File: config.mk
export PLATFORM = sky130hd
export DESIGN_NAME = hazard_stall_unit
export DESIGN_NICKNAME = d
export VERILOG_FILES = /design/src/rtl/hsu_pkg.sv /design/src/rtl/hsu_src_match.sv /design/src/rtl/hsu_load_use.sv /design/src/rtl/hsu_branch_dep.sv /design/src/rtl/hazard_stall_unit.sv
export SDC_FILE = /design/constraint.sdc
export NUM_CORES = 1
export LEC_CHECK = 0
export ABC_CLOCK_PERIOD_IN_PS = 1800
export BUFFER_PORTS_ARGS = -buffer_cell sky130_fd_sc_hd__buf_2
export CORE_AREA = 2 2 39 41
export DETAILED_ROUTE_END_ITERATION = 7
export DIE_AREA = 0 0 41 43
export PLACE_DENSITY = 0.55
export SLEW_MARGIN = 20
export SYNTH_ARGS = -nofsm -noshare
export SYNTH_HDL_FRONTEND = slang
export SYNTH_SLANG_ARGS = --single-unit
File: constraint.sdc
create_clock -name vclk -period 1.8
set_input_delay 0.27 -clock vclk [all_inputs]
set_output_delay 0.27 -clock vclk [all_outputs]
set_load 0.005 [all_outputs]
File: src/rtl/hsu_pkg.sv
// Package for the decode-stage stall detector.
// Holds the default register-number width and the per-stage match record.
// Assumes a register file addressed by a plain binary register number.
package hsu_pkg;
    localparam int HSU_ADDR_W = 5;

    // Match result of one producer stage against both decode sources.
    typedef struct packed {
        logic on_a;
        logic on_b;
    } src_hit_t;
endpackage

File: src/rtl/hsu_src_match.sv
// Compares one producer stage's destination with both decode sources.
// Reports a match only if the producer writes a live register.
// Assumes register 0 reads as zero when HAS_ZERO_REG is set.
module hsu_src_match
    import hsu_pkg::*;
#(
    parameter int REG_ADDR_W   = HSU_ADDR_W,
    parameter bit HAS_ZERO_REG = 1'b1
) (
    input  logic [REG_ADDR_W-1:0] src_a,
    input  logic [REG_ADDR_W-1:0] src_b,
    input  logic [REG_ADDR_W-1:0] prod_dst,
    input  logic                  prod_wr,
    output src_hit_t              hit
);
    logic live;

    // Decide whether the producer will write something readable.
    generate
        if (HAS_ZERO_REG) begin : g_zero_guard
            assign live = prod_wr && (prod_dst != '0);
        end else begin : g_no_guard
            assign live = prod_wr;
        end
    endgenerate

    // Match the destination against each source.
    always_comb begin
        hit.on_a = live && (prod_dst == src_a);
        hit.on_b = live && (prod_dst == src_b);
    end

    // A non-writing producer never produces a match.
    always_comb begin
        assert_dead_prod_quiet_R3: assert (prod_wr || !(hit.on_a || hit.on_b))
            else $error("match from non-writing producer");
    end
endmodule

File: src/rtl/hsu_load_use.sv
// General load-use check on the execute-stage producer.
// It stalls when a load in execute feeds either decode source.
// Assumes the match record already screens out dead producers.
module hsu_load_use
    import hsu_pkg::*;
(
    input  logic     exs_load,
    input  src_hit_t exs_hit,
    output logic     lu_stall
);
    // Stall while the loaded value is not yet available for forwarding.
    always_comb begin
        lu_stall = exs_load && (exs_hit.on_a || exs_hit.on_b);
    end

    // A load-use stall can only come from a memory read in execute.
    always_comb begin
        assert_lu_needs_load_R1: assert (!lu_stall || exs_load)
            else $error("load-use stall without a load");
    end
endmodule

File: src/rtl/hsu_branch_dep.sv
// Extra stall rules for branches that compare registers in decode.
// Any live producer in execute costs a cycle; a load in memory costs a cycle.
// Together these give two cycles after a directly preceding load.
module hsu_branch_dep
    import hsu_pkg::*;
(
    input  logic     dec_branch,
    input  src_hit_t exs_hit,
    input  logic     mems_load,
    input  src_hit_t mems_hit,
    output logic     br_stall
);
    logic need_ex;
    logic need_mem;

    // Execute-stage result is not ready for the comparator.
    always_comb begin
        need_ex = exs_hit.on_a || exs_hit.on_b;
    end

    // Memory-stage load data arrives too late for the comparator.
    always_comb begin
        need_mem = mems_load && (mems_hit.on_a || mems_hit.on_b);
    end

    // Apply the extra rules only to branches.
    always_comb begin
        br_stall = dec_branch && (need_ex || need_mem);
    end

    // Non-branch instructions never take a branch stall.
    always_comb begin
        assert_branch_only_R4: assert (dec_branch || !br_stall)
            else $error("branch stall for non-branch");
    end
endmodule

File: src/rtl/hazard_stall_unit.sv
// Decode-stage stall detector: combines the load-use and branch checks.
// Drives the PC enable, the fetch-register enable and the bubble select.
// Purely combinational; it assumes the outputs are used in the same cycle.
module hazard_stall_unit
    import hsu_pkg::*;
#(
    parameter int REG_ADDR_W   = HSU_ADDR_W,
    parameter bit HAS_ZERO_REG = 1'b1
) (
    input  logic [REG_ADDR_W-1:0] dec_src_a,
    input  logic [REG_ADDR_W-1:0] dec_src_b,
    input  logic                  dec_branch,
    input  logic                  exs_load,
    input  logic [REG_ADDR_W-1:0] exs_dst,
    input  logic                  exs_wr,
    input  logic                  mems_load,
    input  logic [REG_ADDR_W-1:0] mems_dst,
    input  logic                  mems_wr,
    output logic                  pc_we,
    output logic                  fetch_reg_we,
    output logic                  bubble_sel
);
    src_hit_t exs_hit;
    src_hit_t mems_hit;
    logic     lu_stall;
    logic     br_stall;
    logic     stall;

    hsu_src_match #(.REG_ADDR_W(REG_ADDR_W), .HAS_ZERO_REG(HAS_ZERO_REG)) i_match_ex (
        .src_a(dec_src_a), .src_b(dec_src_b),
        .prod_dst(exs_dst), .prod_wr(exs_wr), .hit(exs_hit)
    );

    hsu_src_match #(.REG_ADDR_W(REG_ADDR_W), .HAS_ZERO_REG(HAS_ZERO_REG)) i_match_mem (
        .src_a(dec_src_a), .src_b(dec_src_b),
        .prod_dst(mems_dst), .prod_wr(mems_wr), .hit(mems_hit)
    );

    hsu_load_use i_load_use (
        .exs_load(exs_load), .exs_hit(exs_hit), .lu_stall(lu_stall)
    );

    hsu_branch_dep i_branch_dep (
        .dec_branch(dec_branch), .exs_hit(exs_hit),
        .mems_load(mems_load), .mems_hit(mems_hit), .br_stall(br_stall)
    );

    // One bubble per stalled cycle, whichever rule asked for it.
    always_comb begin
        stall        = lu_stall || br_stall;
        pc_we        = !stall;
        fetch_reg_we = !stall;
        bubble_sel   = stall;
    end

    // Holding the front end and inserting a bubble must go together.
    always_comb begin
        assert_outputs_agree_R2: assert ((pc_we == fetch_reg_we) && (bubble_sel == !pc_we))
            else $error("stall outputs disagree");
    end

    // A stall needs a producer that really writes a register.
    always_comb begin
        assert_stall_has_producer_R3: assert (!bubble_sel ||
                (exs_wr && (exs_dst != '0 || !HAS_ZERO_REG)) ||
                (mems_wr && (mems_dst != '0 || !HAS_ZERO_REG)))
            else $error("stall without live producer");
    end

    // A memory-stage ALU producer is forwarded in time and never stalls.
    always_comb begin
        assert_mem_alu_free_R8: assert (!(bubble_sel && !exs_wr && !mems_load))
            else $error("stall from memory-stage ALU producer");
    end
endmodule

* After elaboration in Yosys (flattened, before gate mapping) *
Cells that the tools add are included.

cells by class
  $add $sub $neg = 0
  multiply operators = 0
  div/mod/pow operators = 0
  magnitude comparators = 0
  eq/ne operators = 4
  shift-type cells = 0
  mux-type cells = 0
  bitwise operators = 0
  reduce and logical (&&, ||, !) cells = 16

operator list
  cell                 number
  $eq A5 B5 Y1         4
  $reduce_bool A5 Y1   2
  $logic_and A1 B1 Y1  9
  $logic_or A1 B1 Y1   4
  $logic_not A1 Y1     1

word-level totals
  flip-flop bits (word level) = 0
  bits in latches = 0
  RAM bits = 0
  bits in read-only memories = 0
  memories = 0

* Depth between registers and ports, before layout *
Gate-level depths: netlist of run 1.

  depth after elaboration = 9
  depth in mapped cells = 5
  gate-level depth less buffers = 4

* Hierarchy *
Synthesis of run 1 repeated with hierarchy kept, for this count alone.

second synthesis, totals
  cells, all modules = 39
  area total of the unflattened synthesis = 289.0 um2

modules (own cells, without submodules)
  module             times used  cells each  area each (um2)
  hsu_src_match      2           16          123.9
  hazard_stall_unit  1           3           17.5
  hsu_branch_dep     1           3           16.3
  hsu_load_use       1           1           7.5

* Worst setup path after synthesis of run 1 *
No wires, ideal clock.

  path type = input port to output port
  from = in exs_dst[1]
  to = out pc_we
  data arrival time = 1278 ps
  data required time = 1530 ps
  path slack = 252 ps
  stages = 4
  path buffers = 1
  cells stage by stage = or4_1 > o221ai_1 > o22a_1 > buf_4

on the way
  longest elaborated chain between the ends = 8
  elaborated cells on any way between the ends = 12
  classes of those cells = eq/ne (2); reduce/logical (10)

ends and longest elaborated chain
  element                                 line                                      source
  start: declaration                      hazard_stall_unit.sv:14                   input logic [REG_ADDR_W-1:0] exs_dst,
  $reduce_bool A5 Y1                      hsu_src_match.sv:21                       assign live = prod_wr && (prod_dst != '0);
  $logic_and A1 B1 Y1                     hsu_src_match.sv:21
  $logic_and A1 B1 Y1 (on tied branches)  hsu_src_match.sv:29, hsu_src_match.sv:30
  $logic_or A1 B1 Y1 *                    hsu_load_use.sv:13, hsu_branch_dep.sv:18
  $logic_or A1 B1 Y1                      hsu_branch_dep.sv:28                      br_stall = dec_branch && (need_ex || need_mem);
  $logic_and A1 B1 Y1                     hsu_branch_dep.sv:28
  $logic_or A1 B1 Y1 *                    hazard_stall_unit.sv:50                   stall = lu_stall || br_stall;
  $logic_not A1 Y1 *                      n/a
  end: declaration                        hazard_stall_unit.sv:19                   output logic pc_we,

Mark *: on every way between the ends. The rest lies on a longest branch, timed or not.

* Final worst setup path of run 1 *
  from = in mems_dst[0]
  to = out fetch_reg_we

on the way
  longest elaborated chain between the ends = 9
  elaborated cells on any way between the ends = 12
  classes of those cells = eq/ne (2); reduce/logical (10)

ends and longest elaborated chain
  element                                 line                                      source
  start: declaration                      hazard_stall_unit.sv:17                   input logic [REG_ADDR_W-1:0] mems_dst,
  $reduce_bool A5 Y1                      hsu_src_match.sv:21
  $logic_and A1 B1 Y1                     hsu_src_match.sv:21
  $logic_and A1 B1 Y1 (on tied branches)  hsu_src_match.sv:29, hsu_src_match.sv:30
  $logic_or A1 B1 Y1 *                    hsu_branch_dep.sv:23                      need_mem = mems_load && (mems_hit.on_a || mems_hit.on_b);
  $logic_and A1 B1 Y1 *                   hsu_branch_dep.sv:23
  $logic_or A1 B1 Y1 *                    hsu_branch_dep.sv:28
  $logic_and A1 B1 Y1 *                   hsu_branch_dep.sv:28
  $logic_or A1 B1 Y1 *                    hazard_stall_unit.sv:50
  $logic_not A1 Y1 *                      hazard_stall_unit.sv:52                   fetch_reg_we = !stall;
  end: declaration                        hazard_stall_unit.sv:20                   output logic fetch_reg_we,

Marks and branches as above.

==> results by group, run 1 <==
Outcome
  – Status: completed

Synthesis
  – Syn avg cell area: approximately 7.6 um2
  – Netlist cell types: 10
  – Mapped Nets: 62
  – Synth warn: 0
  – Cells after Synth: 37
  – Synth Cell Area: between 200 and 300 um2
  – Seq/Total Area, Yosys: 0

Critical path
  – WP data arrival: approximately 1400 ps
  – Crit Path Class: in2out
  – Worst Setup End Kind: output pin
  – CP Max Fanout: 3
  – Crit start category: input pin
  – CP required: 1530 ps

Power
  – Maximum vdd drop: roughly 55 uV
  – Clk network pwr share: 0
  – Combinational share of power: 1.000
  – Psw: ~46 uW
  – P_int: between 40 and 50 uW
  – Cell area power density: between 200 and 250 nW/um2
  – Leakage: 0.213 nW
  – Sequential share of power: 0
  – Sw Share: 0.492
  – Tot Pwr: just over 90 uW

Floorplanning
  – Die Ht: roughly 43 um
  – Die Area: approximately 1800 um2
  – Starting density of the core: 0.203
  – Core ar.: ~1400 um2
  – Die Width: between 40 and 50 um
  – I/O Pins: 28
  – Row cnt: 14

Routing
  – Drt pass-1 iters: 2
  – Remaining antenna violation count: 0
  – DR DRC count: 0
  – Total wire length: around 850 um
  – Vias: ~360
  – Post-DR wirelength/cell: approximately 11 um
  – Via/cell ratio: around 4.5
  – Initial drt markers: 2

GRT
  – Number of global-route vias before repair: between 300 and 400
  – Gr usage total: 0.0939
  – First-pass GRT wire length: approximately 1200 um
  – Largest net degree at the start of global routing: 4
  – Initial antenna violation count: 0
  – Grt ovf: 0

Layout
  – Clock buffer count: 0
  – Area grow syn2layout: 54.5%
  – Diodes inserted: 0
  – Seq_cells: 0
  – Final #Nets: slightly above 90
  – Fillcell total: about 160
  – Register area: 0 um2
  – Layout cell share with drive strength beyond 1: 0.438
  – Non-Filler Instances: 80

Timing
  – Tcrit/Tclk final: 0.947
  – Slew headroom: 0.844
  – Worst Setup Slack, final: ~95 ps
  – Final period demand of the worst path: 1710 ps
  – Max-slew violation count: 0
  – Setup-failing EPs final: 0
  – Max Clock Freq: a little under 0.6 GHz
  – WHS: between 900 and 1000 ps
  – Pin slew with the least headroom to its limit: roughly 230 ps
  – Final setup TNS: 0 ps
  – Final Hold Fails: 0
  – RSZ-0062 raised after global routing: false

Placement
  – PortBufs: 28
  – Post-placement setup slack: 90.2 ps
  – Dpl cells: 80
  – Placer congestion estimate: around 0.76

Clock network
  – Postcts setup bufs: 0
  – CTS resizes: 0
  – Cts hold-fix bufs: 0

Flow run
  – Max-Cap Viols: 0

Hold path
  – Hold crit path type: in2out
[critical path, cell delays in order]
cell       delay [ps]
buf_2             120
or4_1             530
o2111ai_1         240
o22a_1            170
buf_2             110
[layout by cell type (no fill, tap or decap), drive strengths merged]
cell type  synthesis  routed
nor2               4       4
o221ai             1       1
o2111ai            1       1
nor3               4       4
xor2              20      20
buf                1      28
o22ai              1       1
a22oi              2       2
or4                2       2
o22a               1       1
[cell usage after synthesis]
| cell | instances | area (um2) |
|---|---|---|
| xor2_1 | 20 | 175 |
| a22oi_1 | 2 | 15.0 |
| o22a_1 | 1 | 8.76 |
| o221ai_1 | 1 | 8.76 |
| o22ai_1 | 1 | 6.26 |
| or4_1 | 2 | 15.0 |
| nor2_1 | 4 | 15.0 |
| o2111ai_1 | 1 | 8.76 |
| nor3_1 | 4 | 20.0 |
| buf_4 | 1 | 7.51 |
[logic make-up after synthesis]
logic type | after synthesis | synth area share
simple gates | 10 | 0.179
xor+xnor | 20 | 0.625
buf+inv | 1 | 0.0268
compound gates | 6 | 0.170
[power by group through the flow]
stage | combinational (mW) | clock, mW | sequential [mW]
2_1_floorplan | 0.0440 | 0 | 0
3_3_place_gp | 0.0943 | 0 | 0
3_5_place_dp | 0.0939 | 0 | 0
4_1_cts | 0.0946 | 0 | 0
5_1_grt | 0.104 | 0 | 0
6_report | 0.0935 | 0 | 0
[worst paths after layout]
kind / slack [ps] / to / from / cells past startpoint
worst min-delay path: 920 / bubble_sel / mems_wr / 4
worst max-delay path: 90 / fetch_reg_we / mems_dst[0] / 5
[metrics by stage]
stage | utilization | instance area (um2)
final | 0.313 | 433
after global routing | 0.313 | 433
after CTS | 0.313 | 433
after detailed placement | 0.313 | 433
after global placement | 0.313 | 433
after floorplan | - | 280
[layout make-up]
cell class | instances | area, um2 | area share
tap | 16 | 20.0 | 0.0462
timing repair buffer | 28 | 140 | 0.324
multi-input combinational | 36 | 273 | 0.630
[routing by layer]
layer	vias to the layer above	wire length, um	GRT usage
met2	11	424	0.166
met1	160	355	0.130
met3	0	66	0
met4	0	0	0
met5	-	0	0
li1	186	-	-
Note: power is estimated with default switching activity, not from simulation.
==> run 2: changes to the inputs <==
Settings changed: GPL_TIMING_DRIVEN set to 0.
==> run 2 against run 1 <==
Total power is 3.6% higher. Critical path type unchanged. Count of clock-buffer cells in the layout stayed put. Largest cell class unchanged. Utilization is 1.4 points higher. Sequential share of layout area stayed put.
==> results by group, run 2 (synthesized netlist as in run 1, its figures left out) <==
Placement
  – PortBufs: 28 (unchanged)
  – Placer congestion estimate: 0.770 (+1.3%)
  – DP Area: 440 um2 (+1.7%)
  – Post-placement setup slack: 2.84 ps (-87.4 ps)

Layout
  – Post-route cell area: 452 um2 (+4.3%)
  – Layout cell share with drive strength beyond 1: 0.484 (+0.0469)
  – Seq_cells: 0 (unchanged)
  – Clock buffer count: 0 (unchanged)
  – Final #Nets: 91 (unchanged)
  – Register area: 0 um2 (unchanged)
  – Commonest non-fill, non-tap cell in the layout: buf_2
  – Commonest non-fill, non-tap cells in the layout: 27 x buf_2, 20 x xor2_1, 4 x nor2_1, 4 x nor3_1, 2 x a22oi_1
  – Fillcell total: 158 (-3.1%)
  – Area grow syn2layout: 61.2%
  – Diodes inserted: 0 (unchanged)

Timing
  – Worst Setup Slack, final: 124 ps (+29.4 ps)
  – Tcrit/Tclk final: 0.931 (-0.0163)
  – Slew headroom: 0.856 (+0.0122)
  – Final Hold Fails: 0 (unchanged)
  – Final period demand of the worst path: 1680 ps (-29.4 ps)
  – Max Clock Freq: 0.597 GHz (+1.8%)
  – Pin slew with the least headroom to its limit: 214 ps (-20.0 ps)
  – Final setup TNS: 0 ps (unchanged)
  – Max-slew violation count: 0 (unchanged)
  – RSZ-0062 raised after global routing: false
  – Setup-failing EPs final: 0 (unchanged)

GRT
  – Number of global-route vias before repair: 305 (-5.0%)
  – First-pass GRT wire length: 1180 um (-3.4%)
  – Grt ovf: 0 (unchanged)
  – Gr usage total: 0.0879 (-0.00599)
  – Largest net degree at the start of global routing: 4 (unchanged)
  – Initial antenna violation count: 0 (unchanged)

Critical path
  – WP data arrival: 1410 ps (-30 ps)
  – Worst Setup End Kind: output pin
  – CP required: 1530 ps (about the same)
  – CP Max Fanout: 3 (unchanged)
  – Crit start category: input pin
  – Crit Path Class: in2out

Flow run
  – Max-Cap Viols: 0 (unchanged)

Floorplanning
  – Die Area: 1760 um2 (unchanged)
  – I/O Pins: 28 (unchanged)
  – Row cnt: 14 (unchanged)
  – Starting density of the core: 0.203 (unchanged)
  – Die Ht: 43 um (unchanged)
  – Die Width: 41 um (unchanged)
  – Core ar.: 1380 um2 (unchanged)

Routing
  – Drt pass-1 iters: 2 (unchanged)
  – Post-DR wirelength/cell: 10.1 um (-4.3%)
  – Initial drt markers: 2 (unchanged)
  – Via/cell ratio: 4.43 (-0.84%)
  – DR DRC count: 0 (unchanged)
  – Total wire length: 810 um (-4.3%)
  – Vias: 354 (-0.84%)
  – Remaining antenna violation count: 0 (unchanged)

Power
  – Leakage: 0.216 nW (+1.7%)
  – Maximum vdd drop: 68.1 uV (+23%)
  – Cell area power density: 215 nW/um2 (-0.66%)

Clock network
  – Postcts setup bufs: 0 (unchanged)

Hold path
  – Hold crit path type: in2out

Outcome
  – Status: completed
-- run 2: routing by layer --
metal	track usage	wire length [um]	vias up
met5	0	0	-
met4	0	0	0
met3	0	66	0
met2	0.156	401	11
met1	0.120	341	156
li1	-	-	187
-- run 2: cell type report --
class,instances,area (um2),area share
tap,16,20.0,0.0443
timing repair buffer,28,143,0.316
multi-input combinational,36,289,0.640
-- run 2: worst max-delay path: stages --
cell and delay [ps]:
buf_4 120, or4_4 530, o2111ai_2 220, o22a_1 160
buf_2 110
-- run 2: path summary, 6_finish.rpt --
check	start	end	slack [ps]	depth (start not counted)
worst max-delay path	mems_dst[4]	pc_we	120	5
worst min-delay path	mems_wr	bubble_sel	890	4
-- run 2: where the power goes --
part	switching [mW]	internal, mW	total (mW)
Combinational	0.0473	0.0496	0.0970
Clock	0	0	0
Sequential	0	0	0
Total	0.0473	0.0496	0.0970
-- run 2: repair_timing --
item	4_1_cts	5_1_grt
endpoints found under the hold margin	0	0
setup endpoints to repair	0	1
resized for setup	0	4
hold buffers	0	0
-- run 2: stage by stage --
| step | utilization | power (mW) | hold WS (ps) | std cells |
|---|---|---|---|---|
| after global routing | 0.326 | 0.108 | 898 | 80 |
| after floorplan | - | 0.0440 | 689 | 37 |
| final | 0.326 | 0.0970 | 886 | 80 |
| after CTS | 0.318 | 0.0951 | 917 | 81 |
| after detailed placement | 0.318 | 0.0945 | 915 | 81 |
| after global placement | 0.318 | 0.0951 | 916 | 81 |
